--- config.mk ---
export PLATFORM = sky130hd
export DESIGN_NAME = srb_slave
export DESIGN_NICKNAME = d
export VERILOG_FILES = /design/src/rtl/srb_pkg.sv /design/src/rtl/srb_edge_front.sv /design/src/rtl/srb_reg_bank.sv /design/src/rtl/srb_addr_assign.sv /design/src/rtl/srb_frame_ctrl.sv /design/src/rtl/srb_slave.sv
export SDC_FILE = /design/constraint.sdc
export NUM_CORES = 1
export LEC_CHECK = 0
export CAP_MARGIN = 25
export CORE_UTILIZATION = 27
export DETAILED_ROUTE_END_ITERATION = 8
export DONT_BUFFER_PORTS = 1
export PLACE_DENSITY = 0.5
export RECOVER_POWER = 50
export SYNTH_ARGS = -nofsm -noshare
export SYNTH_HDL_FRONTEND = slang
export SYNTH_SLANG_ARGS = --single-unit
--- constraint.sdc ---
create_clock -name clk -period 4 [get_ports clk]
set_input_delay 0.6 -clock clk [delete_from_list [all_inputs] [get_ports clk]]
set_output_delay 0.6 -clock clk [all_outputs]
set_load 0.005 [all_outputs]
--- src/rtl/srb_pkg.sv ---
package srb_pkg;
  typedef enum logic [1:0] {ST_HDR, ST_RD, ST_WR, ST_SKIP} srb_state_e;
  localparam logic [7:0] BCAST_ADDR = 8'hFF;
  localparam logic [6:0] ASSIGN_IDX = 7'h7F;
endpackage

--- src/rtl/srb_edge_front.sv ---
module srb_edge_front #(
  parameter int SYNC_STAGES = 2,
  parameter int IDLE_CYC    = 40
) (
  input  logic clk,
  input  logic rst_n,
  input  logic bus_clk_i,
  input  logic bus_din_i,
  output logic rise_o,
  output logic bit_o,
  output logic timeout_o
);
  localparam int TW = $clog2(IDLE_CYC + 1);

  logic [SYNC_STAGES:0]   clk_pipe_q;
  logic [SYNC_STAGES-1:0] din_pipe_q;
  logic [TW-1:0]          tmr_q;

  always_ff @(posedge clk or negedge rst_n) begin
    if (!rst_n) begin
      clk_pipe_q <= '0;
      din_pipe_q <= '0;
    end else begin
      clk_pipe_q <= {clk_pipe_q[SYNC_STAGES-1:0], bus_clk_i};
      din_pipe_q <= {din_pipe_q[SYNC_STAGES-2:0], bus_din_i};
    end
  end

  assign rise_o = clk_pipe_q[SYNC_STAGES-1] & ~clk_pipe_q[SYNC_STAGES];
  assign bit_o  = din_pipe_q[SYNC_STAGES-1];

  always_ff @(posedge clk or negedge rst_n) begin
    if (!rst_n)                    tmr_q <= TW'(IDLE_CYC);
    else if (rise_o)               tmr_q <= '0;
    else if (tmr_q != TW'(IDLE_CYC)) tmr_q <= tmr_q + 1'b1;
  end

  assign timeout_o = !rise_o && (tmr_q == TW'(IDLE_CYC - 1));

  // one frame reset per idle gap
  p_timeout_once_r8: assert property (@(posedge clk) disable iff (!rst_n)
    timeout_o |=> !timeout_o);
endmodule

--- src/rtl/srb_reg_bank.sv ---
module srb_reg_bank #(
  parameter int NUM_REGS = 16
) (
  input  logic       clk,
  input  logic       rst_n,
  input  logic       wr_en_i,
  input  logic [6:0] wr_idx_i,
  input  logic [7:0] wr_data_i,
  input  logic [6:0] rd_idx_i,
  output logic [7:0] rd_data_o
);
  logic [7:0] mem_q [NUM_REGS];

  for (genvar g = 0; g < NUM_REGS; g++) begin : g_reg
    always_ff @(posedge clk or negedge rst_n) begin
      if (!rst_n)                                  mem_q[g] <= '0;
      else if (wr_en_i && wr_idx_i == 7'(g))       mem_q[g] <= wr_data_i;
    end
    // a register only changes when its own index is written
    p_hold_r4: assert property (@(posedge clk) disable iff (!rst_n)
      !(wr_en_i && wr_idx_i == 7'(g)) |=> $stable(mem_q[g]));
  end

  always_comb begin
    rd_data_o = 8'hFF;
    for (int i = 0; i < NUM_REGS; i++)
      if (rd_idx_i == 7'(i)) rd_data_o = mem_q[i];
  end
endmodule

--- src/rtl/srb_addr_assign.sv ---
module srb_addr_assign #(
  parameter int         SERIAL_W     = 32,
  parameter logic [7:0] DEFAULT_ADDR = 8'h5A
) (
  input  logic                clk,
  input  logic                rst_n,
  input  logic [SERIAL_W-1:0] serial_i,
  input  logic                frame_rst_i,
  input  logic                byte_valid_i,
  input  logic [7:0]          byte_i,
  output logic [7:0]          node_addr_o
);
  localparam int SB = SERIAL_W / 8;
  localparam int CW = $clog2(SB + 2);

  logic [CW-1:0] cnt_q;
  logic          match_q;
  logic [7:0]    sel;

  always_comb begin
    sel = '0;
    for (int i = 0; i < SB; i++)
      if (cnt_q == CW'(i)) sel = serial_i[8*(SB-1-i) +: 8];
  end

  always_ff @(posedge clk or negedge rst_n) begin
    if (!rst_n) begin
      cnt_q       <= '0;
      match_q     <= 1'b1;
      node_addr_o <= DEFAULT_ADDR;
    end else if (frame_rst_i) begin
      cnt_q   <= '0;
      match_q <= 1'b1;
    end else if (byte_valid_i) begin
      if (cnt_q < CW'(SB)) begin
        match_q <= match_q && (byte_i == sel);
        cnt_q   <= cnt_q + 1'b1;
      end else if (cnt_q == CW'(SB)) begin
        if (match_q) node_addr_o <= byte_i;
        cnt_q <= cnt_q + 1'b1;
      end
    end
  end

  // the address only moves on the byte after the serial number
  p_addr_hold_r9: assert property (@(posedge clk) disable iff (!rst_n)
    !(byte_valid_i && cnt_q == CW'(SB)) |=> $stable(node_addr_o));
endmodule

--- src/rtl/srb_frame_ctrl.sv ---
module srb_frame_ctrl
  import srb_pkg::*;
(
  input  logic       clk,
  input  logic       rst_n,
  input  logic       rise_i,
  input  logic       bit_i,
  input  logic       timeout_i,
  input  logic [7:0] node_addr_i,
  output logic [6:0] rd_idx_o,
  input  logic [7:0] rd_data_i,
  output logic       wr_en_o,
  output logic [6:0] wr_idx_o,
  output logic [7:0] wr_data_o,
  output logic       asg_valid_o,
  output logic       dout_o,
  output logic       dout_en_o
);
  srb_state_e state_q;
  logic [3:0]  hcnt_q;
  logic [14:0] hdr_q;
  logic [2:0]  bcnt_q;
  logic [6:0]  ptr_q;
  logic [7:0]  sh_q;
  logic        asg_q;

  logic [15:0] hdr_full;
  logic        match, bcast, byte_done;

  assign hdr_full  = {hdr_q, bit_i};
  assign match     = hdr_full[15:8] == node_addr_i;
  assign bcast     = hdr_full[15:8] == BCAST_ADDR;
  assign byte_done = rise_i && (bcnt_q == 3'd7);

  always_ff @(posedge clk or negedge rst_n) begin
    if (!rst_n) begin
      state_q <= ST_HDR;
      hcnt_q  <= '0;
      hdr_q   <= '0;
      bcnt_q  <= '0;
      ptr_q   <= '0;
      sh_q    <= '1;
      asg_q   <= 1'b0;
    end else if (timeout_i) begin
      state_q <= ST_HDR;
      hcnt_q  <= '0;
      bcnt_q  <= '0;
    end else if (rise_i) begin
      case (state_q)
        ST_HDR: begin
          hdr_q  <= hdr_full[14:0];
          hcnt_q <= hcnt_q + 1'b1;
          if (hcnt_q == 4'd15) begin
            ptr_q  <= hdr_full[6:0];
            bcnt_q <= '0;
            asg_q  <= bcast && !hdr_full[7] && (hdr_full[6:0] == ASSIGN_IDX);
            if (!(match || bcast))  state_q <= ST_SKIP;
            else if (hdr_full[7]) begin
              if (match && !bcast) begin
                state_q <= ST_RD;
                sh_q    <= rd_data_i;
              end else state_q <= ST_SKIP;
            end else state_q <= ST_WR;
          end
        end
        ST_RD: begin
          bcnt_q <= bcnt_q + 1'b1;
          if (bcnt_q == 3'd7) begin
            ptr_q <= ptr_q + 1'b1;
            sh_q  <= rd_data_i;
          end else sh_q <= {sh_q[6:0], 1'b1};
        end
        ST_WR: begin
          sh_q   <= {sh_q[6:0], bit_i};
          bcnt_q <= bcnt_q + 1'b1;
          if (bcnt_q == 3'd7) ptr_q <= ptr_q + 1'b1;
        end
        default: ;
      endcase
    end
  end

  assign rd_idx_o    = (state_q == ST_HDR) ? hdr_full[6:0] : ptr_q + 1'b1;
  assign wr_idx_o    = ptr_q;
  assign wr_data_o   = {sh_q[6:0], bit_i};
  assign wr_en_o     = (state_q == ST_WR) && byte_done && !asg_q;
  assign asg_valid_o = (state_q == ST_WR) && byte_done && asg_q;
  assign dout_en_o   = (state_q == ST_RD);
  assign dout_o      = dout_en_o ? sh_q[7] : 1'b1;

  // the index steps by one (mod 128) after each read byte
  p_ptr_step_r2: assert property (@(posedge clk) disable iff (!rst_n)
    (state_q == ST_RD && byte_done) |=> ptr_q == $past(ptr_q) + 7'd1);
  // idle timeout releases the data-out line
  p_release_r8: assert property (@(posedge clk) disable iff (!rst_n)
    timeout_i |=> !dout_en_o);
  // a released line always reads high
  p_idle_high_r6: assert property (@(posedge clk) disable iff (!rst_n)
    !dout_en_o |-> dout_o);
endmodule

--- src/rtl/srb_slave.sv ---
module srb_slave #(
  parameter int         NUM_REGS     = 16,
  parameter int         SERIAL_W     = 32,
  parameter logic [7:0] DEFAULT_ADDR = 8'h5A,
  parameter int         IDLE_CYC     = 40,
  parameter int         SYNC_STAGES  = 2
) (
  input  logic                clk,
  input  logic                rst_n,
  input  logic [SERIAL_W-1:0] serial_num_i,
  input  logic                bus_clk_i,
  input  logic                bus_din_i,
  output logic                bus_dout_o,
  output logic                bus_dout_en_o
);
  logic       rise, sbit, timeout;
  logic [7:0] node_addr, rd_data, wr_data;
  logic [6:0] rd_idx, wr_idx;
  logic       wr_en, asg_valid;

  srb_edge_front #(.SYNC_STAGES(SYNC_STAGES), .IDLE_CYC(IDLE_CYC)) front_i (
    .clk(clk), .rst_n(rst_n), .bus_clk_i(bus_clk_i), .bus_din_i(bus_din_i),
    .rise_o(rise), .bit_o(sbit), .timeout_o(timeout));

  srb_frame_ctrl ctrl_i (
    .clk(clk), .rst_n(rst_n), .rise_i(rise), .bit_i(sbit), .timeout_i(timeout),
    .node_addr_i(node_addr), .rd_idx_o(rd_idx), .rd_data_i(rd_data),
    .wr_en_o(wr_en), .wr_idx_o(wr_idx), .wr_data_o(wr_data),
    .asg_valid_o(asg_valid), .dout_o(bus_dout_o), .dout_en_o(bus_dout_en_o));

  srb_reg_bank #(.NUM_REGS(NUM_REGS)) bank_i (
    .clk(clk), .rst_n(rst_n), .wr_en_i(wr_en), .wr_idx_i(wr_idx),
    .wr_data_i(wr_data), .rd_idx_i(rd_idx), .rd_data_o(rd_data));

  srb_addr_assign #(.SERIAL_W(SERIAL_W), .DEFAULT_ADDR(DEFAULT_ADDR)) asg_i (
    .clk(clk), .rst_n(rst_n), .serial_i(serial_num_i), .frame_rst_i(timeout),
    .byte_valid_i(asg_valid), .byte_i(wr_data), .node_addr_o(node_addr));
endmodule

==> impl_table.tex <==
\begin{tabular}{lr}
\hline
Metric & Value \\
\hline
\multicolumn{2}{l}{\textbf{Flow run}} \\
\quad Maximum Capacitance Violations & 0 \\
\multicolumn{2}{l}{\textbf{Final layout}} \\
\quad Most common cell after layout, fill and taps aside & sky130\_fd\_sc\_hd\_\_dfrtp\_1 \\
\quad Area grow syn2layout & 10.3\% \\
\quad Area of combinational cells with multiple inputs & 4970 um2 \\
\quad Number of nets at the end of the flow & 971 \\
\quad Flip-flop and latch area & 4800 um2 \\
\quad Most frequent cells in the layout & 176 x sky130\_fd\_sc\_hd\_\_dfrtp\_1, 140 x sky130\_fd\_sc\_hd\_\_mux2\_2, 139 x sky130\_fd\_sc\_hd\_\_nand2\_1 \\
\quad Area of all placed cells without fillers & 11100 um2 \\
\quad Layout cells sized above 1 & 24.6\% \\
\quad Filler cell count & 3742 \\
\quad ANT cells & 0 \\
\multicolumn{2}{l}{\textbf{Critical path}} \\
\quad Critical Path Source Type & flop \\
\quad CP max FO & 18 \\
\quad CP endpoint kind & flop \\
\quad Maximum single-stage delay on the critical path & 0.58 ns \\
\quad Data required, critical path & 4.39 ns \\
\quad Cell Chain, Critical Path & inv\_1 > ha\_1 > mux2i\_4 > buf\_4 > a21oi\_1 > nand3\_1 > a21oi\_1 > a22oi\_1 > o31ai\_1 > a221o\_1 \\
\quad Cell type of the slowest stage on the worst timing path & sky130\_fd\_sc\_hd\_\_dfrtp\_1 \\
\quad Cell occurring most often along the worst timing path & sky130\_fd\_sc\_hd\_\_a21oi\_1 \\
\quad Worst reg2reg path depth & 10 \\
\quad Data arrival at the endpoint of the critical path & 3.72 ns \\
\quad Crit Path Class & reg -> reg \\
\multicolumn{2}{l}{\textbf{Clock tree}} \\
\quad Clock tree root driver cell & sky130\_fd\_sc\_hd\_\_clkbuf\_16 \\
\quad Register clock-pin slew on the reported worst setup and hold paths & 0.09 ns \\
\quad Number of CTS-inserted buffers & 17 \\
\quad H-tree depth & 4 \\
\quad Buffer depth of the longest clock path & 2 \\
\quad Insertion delay of the later-clocked pin in the worst-skew pair & 0.46 ns \\
\quad Number of resized instances in the post-cts repair step & 0 \\
\quad Clock tree from TritonCTS & done \\
\quad \# clock sinks & 191 \\
\quad Post-CTS Setup Repair Bufs & 0 \\
\multicolumn{2}{l}{\textbf{Outcome}} \\
\quad Run status & complete, but fails checks \\
\quad Violations in the final reports & negative hold slack \\
\multicolumn{2}{l}{\textbf{Timing}} \\
\quad RSZ-0062 raised after global routing & no \\
\quad Clk\_skew & 0.0238 ns \\
\quad Headroom to the max-slew limit & 42.3\% \\
\quad Max-slew violations & 0 \\
\quad Shortest period the worst path allows & 3.33 ns \\
\quad Fin Hold WS & -0.156 ns \\
\quad Setup violation total in the final timing report & 0 \\
\quad Share of the cycle needed by the critical path after routing & 83.3\% \\
\quad Post-Route Setup TNS & 0 ns \\
\quad Slew @ Worst Pin & 0.866 ns \\
\quad Max Clock Freq & 300 MHz \\
\quad Final Hold Viols & 176 \\
\multicolumn{2}{l}{\textbf{Synthesis}} \\
\quad Ys flop type & sky130\_fd\_sc\_hd\_\_dfrtp\_1 \\
\quad Synthesis Warnings & 0 \\
\quad Mapped cell area & 10100 um2 \\
\quad Async S/R FF share, synth & 100\% \\
\quad Net count of the mapped netlist & 998 \\
\quad Synthesized area divided by synthesized cell count & 10.7 um2 \\
\quad Post-synthesis cell count & 944 \\
\quad Flip-flop and latch count after synthesis & 191 \\
\quad Sequential share of the synthesized area & 47.7\% \\
\quad Number of unique standard cell types used by synthesis & 74 \\
\quad Number of synthesized flops with an enable pin & 0 \\
\multicolumn{2}{l}{\textbf{Global route}} \\
\quad Vias in the first global route & 7274 \\
\quad Aggregate global routing overflow & 0 \\
\quad First-pass GRT wire length & 43.3 mm \\
\quad Total routing usage reported by global routing & 14.7\% \\
\quad Antenna violations before repair & 0 \\
\quad Maximum number of pins on one net before global-route repair & 192 \\
\multicolumn{2}{l}{\textbf{Drt}} \\
\quad Vias per std cell & 5.21 \\
\quad Initial drt markers & 500 \\
\quad Pre-Repair DR Iteration Count & 5 \\
\quad Via total after detailed routing & 7285 \\
\quad Routed len/inst & 19.6 um \\
\quad Number of nets still failing antenna checks after routing & 0 \\
\quad Overall routed net length & 27.3 mm \\
\quad Number of remaining DRC errors & 0 \\
\multicolumn{2}{l}{\textbf{Placement}} \\
\quad Number of buffers added on ports & 0 \\
\quad Placed inst area & 10500 um2 \\
\quad Detailed Place HPWL & 18.3 mm \\
\quad Gpl congestion & 0.877 \\
\multicolumn{2}{l}{\textbf{Floorplanning}} \\
\quad Initial cell density of the core & 27.4\% \\
\quad Die footprint & 38100 um2 \\
\quad Number of ports placed on the die boundary & 38 \\
\quad Core area & 36700 um2 \\
\quad Width of the chip & 195 um \\
\quad Vertical die dimension & 195 um \\
\quad Row count & 70 \\
\multicolumn{2}{l}{\textbf{Power and ir drop}} \\
\quad Total power per unit cell area & 681 nW/um2 \\
\quad Final Total Pwr & 7570 uW \\
\quad Leakage power of the design & 0.00486 uW \\
\quad Peak supply drop & 0.377 mV \\
\multicolumn{2}{l}{\textbf{Worst hold path}} \\
\quad Path class of the lowest-slack min-delay path & in -> async \\
\hline
\end{tabular}
critical path, delay by kind of cell, from the launching register on:
kind,cells,cell delay [ns]
DFF,1,0.58
AOI/OAI and AO/OA,5,1.04
and+or+nand+nor,1,0.21
adders and majority gates,1,0.38
buffers and inverters,2,0.50
muxes,1,0.56
cells by family (layout without fill, tap and decap cells):
family | count (synthesis) | count (layout) | share of synthesized area (%)
and+or+nand+nor | 305 | 305 | 14.1
DFF | 191 | 191 | 47.7
AOI/OAI and AO/OA | 171 | 171 | 11.7
muxes | 159 | 159 | 18.8
buffers and inverters | 74 | 60 | 3.16
xor gates and xnor gates | 26 | 26 | 2.26
adders and majority gates | 18 | 18 | 2.24
cell usage after synthesis (all sizes together) (4+ instances only):
cell type    n  share of area (%)
a21oi       39                1.9
a221o        9               0.89
a22oi       14                1.0
a2bb2oi      4               0.35
and2         6               0.42
and3         6               0.37
buf         24                1.3
clkbuf      35                1.3
dfrtp      176                 44
dfstp       15                3.9
ha          18                2.2
inv         15               0.56
mux2       140                 16
mux2i        9               0.93
mux4        10                2.2
nand2      139                5.2
nand2b       6               0.37
nand3       37                1.9
nand4       15               0.93
nor2        55                2.3
nor2b        4               0.25
nor3        10               0.61
nor4         9               0.56
o211ai       7               0.57
o21a         6               0.45
o21ai       32                1.6
o22ai       11               0.68
o31ai        5               0.37
o32ai        5               0.43
or2          5               0.31
or3          7               0.43
xnor2       21                1.8
xor2         5               0.43
final timing paths:
| check | startpoint | to | slack (ns) |
|---|---|---|---|
| max in group asynchronous | rst_n | bank_i.mem_q[97] | 3.70 |
| hold reg to reg | front_i.clk_pipe_q[0] | front_i.clk_pipe_q[1] | 0.36 |
| hold / removal | rst_n | front_i.clk_pipe_q[0] | -0.16 |
| setup reg to reg | ctrl_i.wr_idx_o[0] | ctrl_i.sh_q[6] | 0.67 |
| min in group clk | bus_clk_i | front_i.clk_pipe_q[0] | 0.18 |
| setup / recovery | ctrl_i.wr_idx_o[0] | ctrl_i.sh_q[6] | 0.67 |
per-layer routing:
| metal | GRT usage [%] | routed length [um] | vias up | part of all wire, % |
|---|---|---|---|---|
| met5 | 0 | 0 | - | 0 |
| met4 | 4.40 | 412 | 0 | 1.5 |
| met3 | 2.69 | 1220 | 27 | 4.4 |
| met2 | 23.4 | 12700 | 192 | 46 |
| met1 | 20.3 | 13000 | 3707 | 48 |
| li1 | - | - | 3359 | - |
layout make-up:
class | count | area share [%]
multi-input cells | 679 | 44.7
inverters | 15 | 0.507
flip-flops and latches | 191 | 43.2
clock inverters | 14 | 1.46
repair buffers | 13 | 0.879
clock buffers | 18 | 3.95
well taps | 468 | 5.27
report_power, final:
group / internal [uW] / switching, uW
sequential: 2140 / 515
clock: 864 / 891
combinational: 1110 / 2050
flip-flops by register name, indices dropped and copies added (netlist names):
name / flops
ctrl_i.hdr_q: 15
ctrl_i.hcnt_q: 4
ctrl_i.wr_idx_o: 7
front_i.clk_pipe_q: 3
ctrl_i.state_q: 2
ctrl_i.bcnt_q: 3
ctrl_i.asg_q: 1
asg_i.cnt_q: 3
asg_i.match_q: 1
front_i.tmr_q: 6
front_i.din_pipe_q: 2
ctrl_i.sh_q: 8
bank_i.mem_q: 128
asg_i.node_addr_o: 8
metrics by stage:
stage	worst slack, ns	hold slack (ns)	util [%]	instances
final	0.669	-0.156	30.3	1398
after global routing	0.434	-0.179	30.3	1398
after CTS	0.694	-0.171	30.3	1398
after detailed placement	0.693	0.309	28.6	1366
after global placement	0.755	0.310	28.6	1366
after floorplan	1.42	0.304	-	944
Power figures use the tool's default switching activity.
